[config.mk]
export PLATFORM = sky130hd
export DESIGN_NAME = aq_engine
export DESIGN_NICKNAME = d
export VERILOG_FILES = /design/src/rtl/aq_pkg.sv /design/src/rtl/aq_regs.sv /design/src/rtl/aq_exec.sv /design/src/rtl/aq_engine.sv
export SDC_FILE = /design/constraint.sdc
export NUM_CORES = 1
export LEC_CHECK = 0
export ABC_CLOCK_PERIOD_IN_PS = 3400
export BUFFER_PORTS_ARGS = -buffer_cell sky130_fd_sc_hd__buf_2
export CORE_MARGIN = 5
export CORE_UTILIZATION = 55
export DETAILED_ROUTE_END_ITERATION = 10
export PLACE_DENSITY = 0.86
export SLEW_MARGIN = 20
export SYNTH_ARGS = -nofsm -noshare
export SYNTH_HDL_FRONTEND = slang
export SYNTH_SLANG_ARGS = --single-unit
[constraint.sdc]
create_clock -name clk -period 3.4 [get_ports clk]
set_input_delay 0.68 -clock clk [delete_from_list [all_inputs] [get_ports clk]]
set_output_delay 0.68 -clock clk [all_outputs]
set_load 0.02 [all_outputs]
[src/rtl/aq_pkg.sv]
package aq_pkg;
  typedef enum logic [1:0] {
    RG_PAGE = 2'd0,
    RG_BELL = 2'd1,
    RG_EVT  = 2'd2
  } reg_sel_e;

  typedef enum logic [1:0] {
    EX_IDLE  = 2'd0,
    EX_FETCH = 2'd1,
    EX_WAIT  = 2'd2,
    EX_STORE = 2'd3
  } ex_state_e;

  function automatic logic [31:0] bswap32(input logic [31:0] w);
    return {w[7:0], w[15:8], w[23:16], w[31:24]};
  endfunction
endpackage

[src/rtl/aq_regs.sv]
module aq_regs
  import aq_pkg::*;
#(
  parameter int PFN_W = 20,
  parameter int CNT_W = 32
) (
  input  logic             clk,
  input  logic             rst_n,
  input  logic             reg_wr,
  input  logic [1:0]       reg_addr,
  input  logic [31:0]      reg_wdata,
  output logic [31:0]      reg_rdata,
  input  logic [CNT_W-1:0] done_cnt,
  output logic [PFN_W-1:0] page_q,
  output logic [CNT_W-1:0] target_q,
  output logic             page_ok,
  output logic             soft_rst
);
  logic [31:0]      wval;
  logic [PFN_W-1:0] page_d;
  logic [CNT_W-1:0] target_d;
  logic             page_en, target_en;
  logic [31:0]      rval;

  assign wval     = bswap32(reg_wdata);
  assign page_ok  = (page_q != '0);
  assign soft_rst = reg_wr && (reg_addr == RG_PAGE) && (wval == 32'd0);

  always_comb begin
    page_en   = reg_wr && (reg_addr == RG_PAGE);
    page_d    = wval[PFN_W-1:0];
    target_en = soft_rst || (reg_wr && (reg_addr == RG_BELL) && page_ok);
    target_d  = soft_rst ? '0 : wval[CNT_W-1:0];
  end

  always_ff @(posedge clk or negedge rst_n) begin
    if (!rst_n) begin
      page_q   <= '0;
      target_q <= '0;
    end else begin
      if (page_en)   page_q   <= page_d;
      if (target_en) target_q <= target_d;
    end
  end

  always_comb begin
    rval = 32'd0;
    case (reg_addr)
      RG_PAGE: rval = 32'(page_q);
      RG_BELL: rval = 32'(target_q);
      RG_EVT:  rval = 32'(done_cnt);
      default: rval = 32'd0;
    endcase
    reg_rdata = bswap32(rval);
  end

  AST_BELL_IGNORED: assert property (@(posedge clk) disable iff (!rst_n)
    ($past(reg_wr && reg_addr == RG_BELL && !page_ok)) |-> (target_q == $past(target_q)));

  AST_RESET_CLEARS: assert property (@(posedge clk) disable iff (!rst_n)
    $past(soft_rst) |-> (target_q == '0 && !page_ok));
endmodule

[src/rtl/aq_exec.sv]
module aq_exec
  import aq_pkg::*;
#(
  parameter int ADDR_W   = 32,
  parameter int PAGE_W   = 12,
  parameter int CMD_W    = 6,
  parameter int CNT_W    = 32,
  parameter int STAT_OFS = 4,
  parameter int OPC_LAST = 7,
  parameter logic [31:0] ERR_CODE = 32'h0000_000E,
  localparam int PFN_W  = ADDR_W - PAGE_W,
  localparam int SLOT_W = PAGE_W - CMD_W
) (
  input  logic              clk,
  input  logic              rst_n,
  input  logic              soft_rst,
  input  logic              page_ok,
  input  logic [PFN_W-1:0]  page,
  input  logic [CNT_W-1:0]  target,
  output logic [CNT_W-1:0]  done_cnt,
  output logic              mem_req,
  output logic              mem_we,
  output logic [ADDR_W-1:0] mem_addr,
  output logic [31:0]       mem_wdata,
  input  logic [31:0]       mem_rdata
);
  ex_state_e        st_q, st_d;
  logic [CNT_W-1:0] done_d;
  logic             done_en;
  logic [31:0]      stat_q, stat_d;
  logic             stat_en;
  logic [31:0]      opcode;
  logic [SLOT_W-1:0] slot;
  logic [CMD_W-1:0]  ofs;

  assign opcode = bswap32(mem_rdata);
  assign slot   = done_cnt[SLOT_W-1:0];

  always_comb begin
    st_d    = st_q;
    done_en = 1'b0;
    done_d  = done_cnt + 1'b1;
    stat_en = 1'b0;
    stat_d  = ((opcode != 32'd0) && (opcode <= 32'(OPC_LAST))) ? 32'd0 : ERR_CODE;
    mem_req = 1'b0;
    mem_we  = 1'b0;
    ofs     = '0;
    case (st_q)
      EX_IDLE:  if (page_ok && (done_cnt != target)) st_d = EX_FETCH;
      EX_FETCH: begin
        mem_req = 1'b1;
        st_d    = EX_WAIT;
      end
      EX_WAIT: begin
        stat_en = 1'b1;
        st_d    = EX_STORE;
      end
      EX_STORE: begin
        mem_req = 1'b1;
        mem_we  = 1'b1;
        ofs     = CMD_W'(STAT_OFS);
        done_en = 1'b1;
        st_d    = EX_IDLE;
      end
      default: st_d = EX_IDLE;
    endcase
    if (soft_rst) begin
      st_d    = EX_IDLE;
      done_en = 1'b1;
      done_d  = '0;
      mem_req = 1'b0;
      mem_we  = 1'b0;
    end
  end

  assign mem_addr  = {page, slot, ofs};
  assign mem_wdata = bswap32(stat_q);

  always_ff @(posedge clk or negedge rst_n) begin
    if (!rst_n) begin
      st_q     <= EX_IDLE;
      done_cnt <= '0;
      stat_q   <= '0;
    end else begin
      st_q <= st_d;
      if (done_en) done_cnt <= done_d;
      if (stat_en) stat_q   <= stat_d;
    end
  end

  AST_COUNT_STEP: assert property (@(posedge clk) disable iff (!rst_n)
    (done_cnt == $past(done_cnt)) || (done_cnt == $past(done_cnt) + 1'b1) || (done_cnt == '0));

  AST_NO_OVERRUN: assert property (@(posedge clk) disable iff (!rst_n)
    (!$past(soft_rst) && (done_cnt != $past(done_cnt))) |-> ($past(done_cnt) != $past(target)));

  AST_STATUS_FIRST: assert property (@(posedge clk) disable iff (!rst_n)
    (!$past(soft_rst) && (done_cnt != $past(done_cnt))) |-> $past(mem_req && mem_we));

  AST_STORE_OFFSET: assert property (@(posedge clk) disable iff (!rst_n)
    (mem_req && mem_we) |-> (mem_addr[CMD_W-1:0] == CMD_W'(STAT_OFS)));
endmodule

[src/rtl/aq_engine.sv]
module aq_engine
  import aq_pkg::*;
#(
  parameter int ADDR_W   = 32,
  parameter int PAGE_W   = 12,
  parameter int CMD_W    = 6,
  parameter int CNT_W    = 32,
  parameter int STAT_OFS = 4,
  parameter int OPC_LAST = 7,
  localparam int PFN_W   = ADDR_W - PAGE_W
) (
  input  logic              clk,
  input  logic              rst_n,
  input  logic              reg_wr,
  input  logic [1:0]        reg_addr,
  input  logic [31:0]       reg_wdata,
  output logic [31:0]       reg_rdata,
  output logic              mem_req,
  output logic              mem_we,
  output logic [ADDR_W-1:0] mem_addr,
  output logic [31:0]       mem_wdata,
  input  logic [31:0]       mem_rdata
);
  logic [PFN_W-1:0] page_q;
  logic [CNT_W-1:0] target_q;
  logic [CNT_W-1:0] done_cnt;
  logic             page_ok;
  logic             soft_rst;

  aq_regs #(.PFN_W(PFN_W), .CNT_W(CNT_W)) u_regs (
    .clk      (clk),
    .rst_n    (rst_n),
    .reg_wr   (reg_wr),
    .reg_addr (reg_addr),
    .reg_wdata(reg_wdata),
    .reg_rdata(reg_rdata),
    .done_cnt (done_cnt),
    .page_q   (page_q),
    .target_q (target_q),
    .page_ok  (page_ok),
    .soft_rst (soft_rst)
  );

  aq_exec #(
    .ADDR_W(ADDR_W), .PAGE_W(PAGE_W), .CMD_W(CMD_W), .CNT_W(CNT_W),
    .STAT_OFS(STAT_OFS), .OPC_LAST(OPC_LAST)
  ) u_exec (
    .clk      (clk),
    .rst_n    (rst_n),
    .soft_rst (soft_rst),
    .page_ok  (page_ok),
    .page     (page_q),
    .target   (target_q),
    .done_cnt (done_cnt),
    .mem_req  (mem_req),
    .mem_we   (mem_we),
    .mem_addr (mem_addr),
    .mem_wdata(mem_wdata),
    .mem_rdata(mem_rdata)
  );

  AST_IN_PAGE: assert property (@(posedge clk) disable iff (!rst_n)
    mem_req |-> (mem_addr[ADDR_W-1:PAGE_W] == page_q));

  AST_QUIET_NO_PAGE: assert property (@(posedge clk) disable iff (!rst_n)
    !page_ok |-> !mem_req);
endmodule

## After elaboration in Yosys (flattened, before gate mapping)

Index checks and enable logic that the tools add are counted.
W data, S select, Z words.

- Bits of input ports: 69
- Logic and storage cells: 41
- Output and inout bits: 98
- Flip-flop bits (word level): 118

- Reduce and logical (&&, ||, !) cells: 13
- Add/sub/neg operators: 1
- Equality and inequality tests: 7
- Multiplexer cells: 14
- $lt $le $gt $ge: 1

Operators with widths:

| operator | count |
|---|---|
| $pmux W32 S3 | 1 |
| $mux W32 | 2 |
| $add A32 B1 Y32 const B | 1 |
| $le A32 B3 Y1 const B | 1 |
| $logic_not A32 Y1 | 1 |
| $ne A32 B32 Y1 | 1 |
| $reduce_bool A32 Y1 | 1 |
| $reduce_bool A20 Y1 | 1 |
| $pmux W2 S4 | 1 |
| $eq A2 B2 Y1 const B | 3 |
| $logic_and A1 B1 Y1 | 6 |
| $mux W1 | 6 |
| $eq A2 B1 Y1 const B | 2 |
| $logic_not A2 Y1 | 2 |
| $mux W2 | 2 |
| $mux W4 | 1 |
| $mux W3 | 1 |
| $ne A3 B2 Y1 const B | 1 |
| $reduce_or A2 Y1 | 1 |
| $logic_or A1 B1 Y1 | 1 |

## Depth between registers and ports, before layout

Gate-level depths: netlist of run 1.

- Depth in word-level cells: 5
- Depth in mapped cells: 8
- Gate-level depth less buffers: 7

## Modules after synthesis

Synthesis of run 1 repeated with hierarchy kept, for this count alone.

- Cell total of the unflattened synthesis: 586
- Area total of the unflattened synthesis: 5808.1 µm²

Modules (own cells, without submodules):

| module | cells an instance | area an instance (µm²) | seq. area each (µm²) | times used |
|---|---|---|---|---|
| aq_regs | 261 | 3046.7 | 1301.2 | 1 |
| aq_exec | 325 | 2761.4 | 875.8 | 1 |

## Worst setup path after synthesis of run 1

No wires, ideal clock.

- Path kind: input-to-output
- Start: in reg_addr[1]
- End: out mem_req
- Setup slack: 0.728 ns
- Arrival: 1.992 ns
- Data required time: 2.720 ns
- Buffers on the path: 3
- Stages on the path: 6
- Cells stage by stage: clkbuf_1 -> nor3b_1 -> and4_1 -> buf_2 -> buf_1 -> nor2_1

- Cells in the longest elaborated chain, start to end: 4

Ends and longest elaborated chain:

| element | RTL line | text |
|---|---|---|
| from (decl) | aq_engine.sv:15 | `input logic [1:0] reg_addr,` |
| $logic_not A2 Y1 | aq_regs.sv:27 | `assign soft_rst = reg_wr && (reg_addr == RG_PAGE) && (wval == 32'd0);` |
| $logic_and A1 B1 Y1 (2 in series) | aq_regs.sv:27 |  |
| $mux W1 | aq_exec.sv:67 | `if (soft_rst) begin` |
| to (decl) | aq_engine.sv:18 | `output logic mem_req,` |

Every way passes these cells.

## Final worst setup path of run 1

- Start: in reg_wdata[3]
- End: out mem_req

- Cells in the longest elaborated chain, start to end: 3

Ends and longest elaborated chain:

| element | RTL line | text |
|---|---|---|
| from (decl) | aq_engine.sv:16 | `input logic [31:0] reg_wdata,` |
| $logic_not A32 Y1 | aq_regs.sv:27 |  |
| $logic_and A1 B1 Y1 | aq_regs.sv:27 |  |
| $mux W1 | aq_exec.sv:67 |  |

Every way passes these cells.

==> impl_metrics.toml, run 1 <==
[run_status]
outcome = "finished clean"

[sta]
finalMaxSlewViolations = 0
slew_headroom = 0.4518
max_freq_ghz = 0.3255
rsz0062_at_grt = "false"
period_minus_slack_ps = 3073
fin_setup_tns_ps = 0
finalHoldViolCount = 0
worst_pin_slew_ps = 822.3
post-route-period-util = 0.9037
hold_ws_ps = 326.4
fin_worst_skew_ps = 9.336
setup_violations = 0

[critical_path]
cp.required_ps = 2720
critPathArrivalTime_ps = 2390
worstSetupPathType = "in -> out"
start_kind = "input port"
reg2reg_to = "u_regs.target_q[11]$_DFFE_PN0P_"
path_buf_inv = 2
cp_top_family = "simple AND/OR/NAND/NOR gates"
endpoint = "mem_req"
max_stage_delay_ps = 570
path_cells = "buf_2 > nor4_1 > nand4_1 > nor2_1 > and4_1 > nor2_1 > buf_2"
rr_worst_depth = 6
cp.depth = 7
end_kind = "output pin"
crit_start = "reg_wdata[3]"
r2r_slack_ps = 1120
crit_fanout = 3
r2r_start = "u_regs.page_q[11]$_DFFE_PN0P_"
crit_slowest_cell = "nor4_1"

[cts]
cts_tree = "done"
h-tree-depth = 3
cts-buffers-inserted = 9
post_cts_hold_buffer_count = 0
clock_sinks = 87
clk_latency_ps = 350
ctsResizeCount = 0
path_clk_slew_ps = 80
post-cts-setup-buffers = 0
clock-root-buffer = "clkbuf_8"
ctsLongestPathBuffers = 2

[grt]
grt_pass1_wl_um = 22520
grt_max_degree = 88
antenna_found_initial = 0
grt_usage = 0.2502
grt_pass1_vias = 4257
overflow = 0

[logic_synthesis]
yosysTopAreaCell = "dfrtp_1"
synthCells = 507
ys_seq_area_frac = 0.4277
synth-seq-cells = 87
yosysWarnings = 0
synth_xor_area_frac = 0.1084
synthMuxAreaShare = 0.08555
yosys.area_share.simple = 0.1657
ys_types = 40
postSynthAreaPerCell_um2 = 10.04
syn-cell-area_mm2 = 0.005090
synth_fa_ha_area_frac = 0.01475
synth.area.top_cells = "dfrtp_1, xor2_1, a22o_1, buf_4, mux2_2"
synth_top_area_frac = 0.4277
synth-compound-area-share = 0.1057
synth_top_family_by_area = "simple AND/OR/NAND/NOR gates"

[floorplan]
die_y_um = 106.2
design.core.area_mm2 = 0.009153
start_util = 0.5561
die_area_mm2 = 0.01128
die_w_um = 106.2
io_pins = 167
rows = 35

[finish]
mostFrequentLayoutCell = "buf_2"
nFillCells = 748
final_cell_mix = "buf_2, dfrtp_1, xor2_1"
final_cells = 735
area_delta_synth_final_pct = 14.21
nNetsFinal = 695
layout-drive-gt1-share = 0.2949
n_antenna_cell = 0
final_area_mm2 = 0.005813

[worst_hold_path]
min_path_type = "in -> async"

[detailed_routing]
drt-pass1-iter-count = 5
wl_per_cell_um = 19.19
avgViaCountPerCell = 6.031
drtIter0Drc = 391
ant_nets = 0
dr_total_vias = 4433
wl_um = 14110
drc = 0

[place]
post_dp_cell_area_mm2 = 0.005644
gp_congestion = 0.8909
io_buffers = 132
dp_hpwl_um = 10650
dp_cells = 720

[pwr]
p_leak_nw = 2.961
power_density_mw_per_mm2 = 518.1
finalPower_w = 0.003012
ir_drop_uv = 339.2

[flow_run]
drv_cap = 0
-- metal layers --
layer  track usage  routed length (um)  vias up
met4       0.09621                 431        0
li1              -                   -     1943
met2        0.3964                6806      291
met3       0.05100                1359       48
met5             0                   0        -
met1        0.3385                5511     2151
-- per-stage QoR --
stage	utilization	setup WS (ps)
floorplan	-	727.7
global route	0.6351	234.7
global placement	0.6167	443.9
detailed placement	0.6167	431.4
CTS	0.6347	423.0
finish	0.6351	327.4
-- kinds of logic after synthesis --
group           Yosys count
simple gates            161
flops                    87
buf+inv                  77
compound gates           71
xor+xnor                 63
mux                      41
fa+ha+maj                 6
other cells               1
-- area by class of cell --
cell class              count  area, um2  area share
well taps                 111      138.9     0.02389
clock buffers              12      145.1     0.02497
clock inverters             3      20.02    0.003444
multi-input cells         376       2579      0.4436
repair buffers            141      734.5      0.1263
flip-flops and latches     87       2177      0.3745
inverters                   5      18.77    0.003229
-- Yosys cell counts --
cell and count:
dfrtp_1 87, xor2_1 53, buf_4 45, a22o_1 44, nor2_1 44, nand2_1 35, nor4_1 29, o21ai_0 22
mux2i_1 21, clkbuf_1 20, mux2_2 20, nand3_1 14, nand4_1 12, xnor2_1 10, ha_1 6, and3_1 5
buf_2 5, inv_1 5, and4_1 4, nor3_1 4, nor2b_1 3, a211oi_1 1, a21oi_1 1, a31oi_1 1
a41oi_2 1, and2_1 1, and3_2 1, and4_4 1, buf_1 1, clkbuf_2 1, conb_1 1, nand3_4 1
nand3b_1 1, nor2_2 1, nor3_2 1, nor3b_1 1, nor4_4 1, nor4b_1 1, o21a_1 1, or4_4 1
-- worst min-delay path by stage --
stage | from | to | slack (ps)
floorplan | rst_n | u_exec.done_cnt[0]$_DFFE_PN0P_ | 380
global placement | u_regs.target_q[14]$_DFFE_PN0P_ | u_regs.target_q[14]$_DFFE_PN0P_ | 530
detailed placement | u_regs.target_q[8]$_DFFE_PN0P_ | u_regs.target_q[8]$_DFFE_PN0P_ | 540
CTS | reg_wdata[0] | u_regs.target_q[24]$_DFFE_PN0P_ | 550
global route | rst_n | u_regs.page_q[13]$_DFFE_PN0P_ | 440
finish | rst_n | u_regs.target_q[11]$_DFFE_PN0P_ | 330
-- flip-flops by register name, summed over array words and instances (netlist names) --
register,count
u_regs.target_q,32
u_exec.done_cnt,32
u_exec.st_q,2
u_exec.stat_q,1
u_regs.page_q,20
-- where the power goes --
group	internal [W]	switching (W)	total, W
Sequential	0.00118	0.000239	0.00142
Combinational	0.000373	0.000568	0.000941
Clock	0.000281	0.000366	0.000647
No activity file was read; power rests on OpenSTA's default activity.
==> run 2, diff against run 1 <==
- BUFFER_PORTS_ARGS: -buffer_cell sky130_fd_sc_hd__buf_2 -> -buffer_cell sky130_fd_sc_hd__clkbuf_2
==> run 2 against run 1 <==
  * Non-clock buffer count fell by 3
  * Count of clock-buffer cells in the layout fell by 1
  * Die area did not move
  * Final cell count decreased by 0.27%
  * Register-to-register slack got worse by 420 ps
  * Critical path depth unchanged
  * Flip-flop and latch count unchanged
  * Power increased by 2.8%
  * Critical endpoint unchanged
  * Largest cell class unchanged
  * Largest power group unchanged
  * Highest routed layer unchanged
==> impl_metrics.toml, run 2 (same netlist as run 1, synthesis figures left out) <==
[sta]
setup_violations = 0
hold_ws_ps = 382.2
period_minus_slack_ps = 2969
finalMaxSlewViolations = 0
fin_worst_skew_ps = 11.51
post-route-period-util = 0.8732
slew_headroom = 0.4666
fin_setup_tns_ps = 0
max_freq_ghz = 0.3368
finalWorstSetupSlack_ps = 431.2
worst_pin_slew_ps = 798.4
finalHoldViolCount = 0
rsz0062_at_grt = "false"

[place]
io_buffers = 132
gp_congestion = 0.9190
dp_hpwl_um = 10580
dp_worst_setup_slack_ps = 540.2
post_dp_cell_area_mm2 = 0.005622

[finish]
nNetsFinal = 692
nFillCells = 745
fin_util = 0.6364
final_area_mm2 = 0.005824
area_delta_synth_final_pct = 14.43
final_cell_mix = "clkbuf_2, dfrtp_1, xor2_1"
mostFrequentLayoutCell = "clkbuf_2"
layout-drive-gt1-share = 0.2942
n_antenna_cell = 0
largestRegisters = "u_exec.done_cnt: 32 flops, u_regs.target_q: 32 flops, u_regs.page_q: 20 flops"

[flow_run]
drv_cap = 0

[worst_hold_path]
min_path_type = "in -> async"

[floorplan]
start_util = 0.5561
rows = 35
die_area_mm2 = 0.01128
die_y_um = 106.2
io_pins = 167
die_w_um = 106.2
design.core.area_mm2 = 0.009153

[detailed_routing]
dr_total_vias = 4391
drt-pass1-iter-count = 6
drtIter0Drc = 297
wl_per_cell_um = 19.09
wl_um = 13990
ant_nets = 0
avgViaCountPerCell = 5.990
drc = 0

[run_status]
outcome = "finished clean"

[critical_path]
r2r_slack_ps = 700
worstSetupPathType = "in -> out"
cp.required_ps = 2720
r2r_start = "u_regs.page_q[11]$_DFFE_PN0P_"
end_kind = "output pin"
crit_start = "reg_wdata[3]"
reg2reg_to = "u_regs.target_q[15]$_DFFE_PN0P_"
critPathArrivalTime_ps = 2290
crit_fanout = 3
start_kind = "input port"
rr_worst_depth = 6

[cts]
post_cts_hold_buffer_count = 0
clk_latency_ps = 360
cts_tree = "done"
cts-buffers-inserted = 9
post-cts-setup-buffers = 0
ctsResizeCount = 0
path_clk_slew_ps = 90
clock-root-buffer = "clkbuf_8"
h-tree-depth = 3
ctsLongestPathBuffers = 2
clock_sinks = 87

[grt]
antenna_found_initial = 0
overflow = 0
grt_pass1_vias = 4338
grt_usage = 0.2477
grt_use_met1 = 0.3354
met3_usage = 0.04068
grt_max_degree = 88
top_usage_layer = "met2"
grt_use_met2 = 0.3955
grt_pass1_wl_um = 22190

[pwr]
ir_drop_uv = 280.2
power_density_mw_per_mm2 = 531.4
p_leak_nw = 2.972
==> run 2: cell count changes in the layout (fill, tap and decap cells not counted) <==
cell        previous run  this run
buf_4                  9         6
clkbuf_2               0       131
clkbuf_1               2         1
bufinv_16              0         1
clkinvlp_4             2         0
clkinv_4               0         2
clkinv_2               1         2
buf_2                131         0
==> run 2: metal layers <==
layer,routed length [um],up-vias
met5,0,-
met4,408,0
met3,1247,39
met2,6649,268
met1,5688,2138
li1,-,1946
==> run 2: worst max-delay path, cell delays in order <==
cell and delay [ps]:
clkbuf_2 90, nor4_1 520, nand4_1 210, nor2_1 210, and4_1 340, nor2_1 80, clkbuf_2 160
==> run 2: power breakdown <==
| group | internal (W) | total [W] | switching (W) | leakage, nW |
|---|---|---|---|---|
| combinational | 0.000367 | 0.000938 | 0.000571 | 1.76 |
| clock | 0.000360 | 0.000742 | 0.000381 | 0.103 |
| sequential | 0.00119 | 0.00142 | 0.000230 | 1.11 |
| total | 0.00191 | 0.00310 | 0.00118 | 2.97 |
==> run 2: metrics by stage <==
stage               power (W)  cells
finish               0.003095    733
global route         0.003248    733
CTS                  0.003103    733
detailed placement   0.002367    717
global placement     0.002334    717
floorplan            0.002064    540
==> run 2: how the worst max path moves through the flow <==
| stage | to | slack, ps | cells past startpoint |
|---|---|---|---|
| after CTS | mem_req | 450 | 7 |
| after detailed placement | mem_req | 540 | 7 |
| after global placement | mem_req | 530 | 7 |
| final | mem_req | 430 | 7 |
| after global routing | mem_req | 300 | 7 |
| after floorplan | mem_req | 730 | 6 |
==> run 2: final cells by class <==
type                    instances  area (um2)  share of cell area
repair buffers                138       711.9              0.1222
clock inverters                 5       57.56            0.009882
multi-input cells             376        2579              0.4427
flip-flops and latches         87        2177              0.3738
well taps                     111       138.9             0.02385
clock buffers                  11       141.4             0.02428
inverters                       5       18.77            0.003222
==> run 3, diff against run 2 <==
- ABC_CLOCK_PERIOD_IN_PS: 3400 -> 2900
- CORE_UTILIZATION: 55 -> 51
- PLACE_DENSITY: 0.86 -> 0.8
- clock period: 3.4 -> 2.9 ns (I/O delays scaled with it)
==> run 3 against run 2 <==
  * Critical path depth unchanged
  * Final cell count up 3.8%
  * Non-clock buffer count up 6
  * Power up 18%
  * Count of clock-buffer cells in the layout down 1
  * Hold slack worse by 120 ps
  * Largest cell class unchanged
  * Largest power group unchanged
==> impl_metrics.toml, run 3 (same netlist as run 1, synthesis figures left out) <==
[pwr]
power_density_mw_per_mm2 = 619.1
finalPower_w = 0.003655
p_leak_nw = 2.999
ir_drop_uv = 328.0

[finish]
mostFrequentLayoutCell = "clkbuf_2"
multi_input_area_mm2 = 0.002579
layout.area.seq_mm2 = 0.002177
area_delta_synth_final_pct = 15.98
final_cells = 761
nFillCells = 833
final_area_mm2 = 0.005903
largestRegisters = "u_exec.done_cnt: 32 flops, u_regs.target_q: 32 flops, u_regs.page_q: 20 flops"
final_cell_mix = "clkbuf_2, dfrtp_1, xor2_1"
n_antenna_cell = 0
nNetsFinal = 698
layout-drive-gt1-share = 0.3010

[floorplan]
io_pins = 167
design.core.area_mm2 = 0.009774
rows = 36
die_w_um = 109.9
die_area_mm2 = 0.01208
start_util = 0.5207
die_y_um = 109.9

[cts]
cts-buffers-inserted = 9
ctsResizeCount = 0
path_clk_slew_ps = 90
clock_sinks = 87
post_cts_hold_buffer_count = 0
ctsLongestPathBuffers = 2
post-cts-setup-buffers = 0
cts_tree = "done"
clk_latency_ps = 360
clock-root-buffer = "clkbuf_8"
h-tree-depth = 3

[grt]
grt_use_met2 = 0.3804
grt_pass1_wl_um = 21670
grt_use_met1 = 0.3097
met3_usage = 0.05285
antenna_found_initial = 0
overflow = 0
top_usage_layer = "met2"
grt_max_degree = 53
grt_pass1_vias = 4170
grt_usage = 0.2332

[place]
dp_hpwl_um = 10820
post_dp_cell_area_mm2 = 0.005707
dp_cells = 745
gp_congestion = 0.8986
io_buffers = 132

[sta]
rsz0062_at_grt = "false"
finalHoldViolCount = 0
fin_setup_tns_ps = 0
finalMaxSlewViolations = 0
max_freq_ghz = 0.3871
fin_worst_skew_ps = 9.660
slew_headroom = 0.5390
post-route-period-util = 0.8907
setup_violations = 0
worst_pin_slew_ps = 685.1
period_minus_slack_ps = 2583

[detailed_routing]
wl_per_cell_um = 18.63
wl_um = 14170
drtIter0Drc = 317
ant_nets = 0
drt-pass1-iter-count = 5
drc = 0
avgViaCountPerCell = 5.666
dr_total_vias = 4312

[flow_run]
drv_cap = 0

[critical_path]
start_kind = "input port"
path_cells = "clkbuf_2 > nor4_1 > nand4_1 > nor2_1 > and4_1 > nor2_1 > clkbuf_2"
crit_fanout = 3
worstSetupPathType = "in -> out"
cp.required_ps = 2320
critPathArrivalTime_ps = 2000
max_stage_delay_ps = 420
crit_slowest_cell = "nor4_1"
end_kind = "output pin"

[run_status]
outcome = "finished clean"

[worst_hold_path]
min_path_type = "in -> async"
-- run 3: changes by cell type in the layout (fill, tap and decap cells not counted), sizes merged --
cell      before  now
buf            7   13
clkinvlp       0    1
clkinv         4    3
clkbuf       142  141
inv            5    6
-- run 3: power by group --
group	switching [W]	internal [W]	leakage, nW	total [W]
clock	0.000456	0.000403	0.0968	0.000859
sequential	0.000258	0.00139	1.11	0.00165
combinational	0.000699	0.000450	1.80	0.00115
total	0.00141	0.00224	3.00	0.00365
-- run 3: worst paths after layout --
check / cells past startpoint / startpoint / to / slack (ps)
min: 1 / rst_n / u_regs.page_q[13]$_DFFE_PN0P_ / 260
min reg2reg: 1 / u_regs.target_q[19]$_DFFE_PN0P_ / u_regs.target_q[19]$_DFFE_PN0P_ / 560
max: 7 / reg_wdata[31] / mem_req / 320
min in group clk: 2 / reg_wdata[3] / u_regs.target_q[27]$_DFFE_PN0P_ / 460
max reg2reg: 6 / u_regs.page_q[11]$_DFFE_PN0P_ / u_regs.target_q[9]$_DFFE_PN0P_ / 630
max in group asynchronous: 2 / rst_n / u_regs.target_q[13]$_DFFE_PN0P_ / 2010
-- run 3: stage by stage --
stage	setup WS, ps	hold slack, ps	util
3_3_place_gp	351.9	524.1	0.5838
6_report	317.0	257.6	0.6039
2_1_floorplan	427.7	284.4	-
3_5_place_dp	339.6	530.8	0.5838
5_1_grt	290.3	318.0	0.6039
4_1_cts	338.0	268.3	0.6039
-- run 3: cell type report --
type / instances / share of cell area
multi-input combinational: 376 / 0.4368
inverter: 5 / 0.003179
tap: 133 / 0.02819
sequential: 87 / 0.3688
clock buffer: 10 / 0.02162
timing repair buffer: 144 / 0.1297
clock inverter: 6 / 0.01166
-- run 3: layer usage --
layer / up-vias / part of all wire
li1: 1942 / -
met1: 2085 / 0.40
met2: 254 / 0.48
met3: 31 / 0.097
met4: 0 / 0.022
met5: - / 0
-- run 3: worst max-delay path: cells and delay by family --
family	cells	cell delay, ps
buf+inv	2	270
simple gates	5	1140
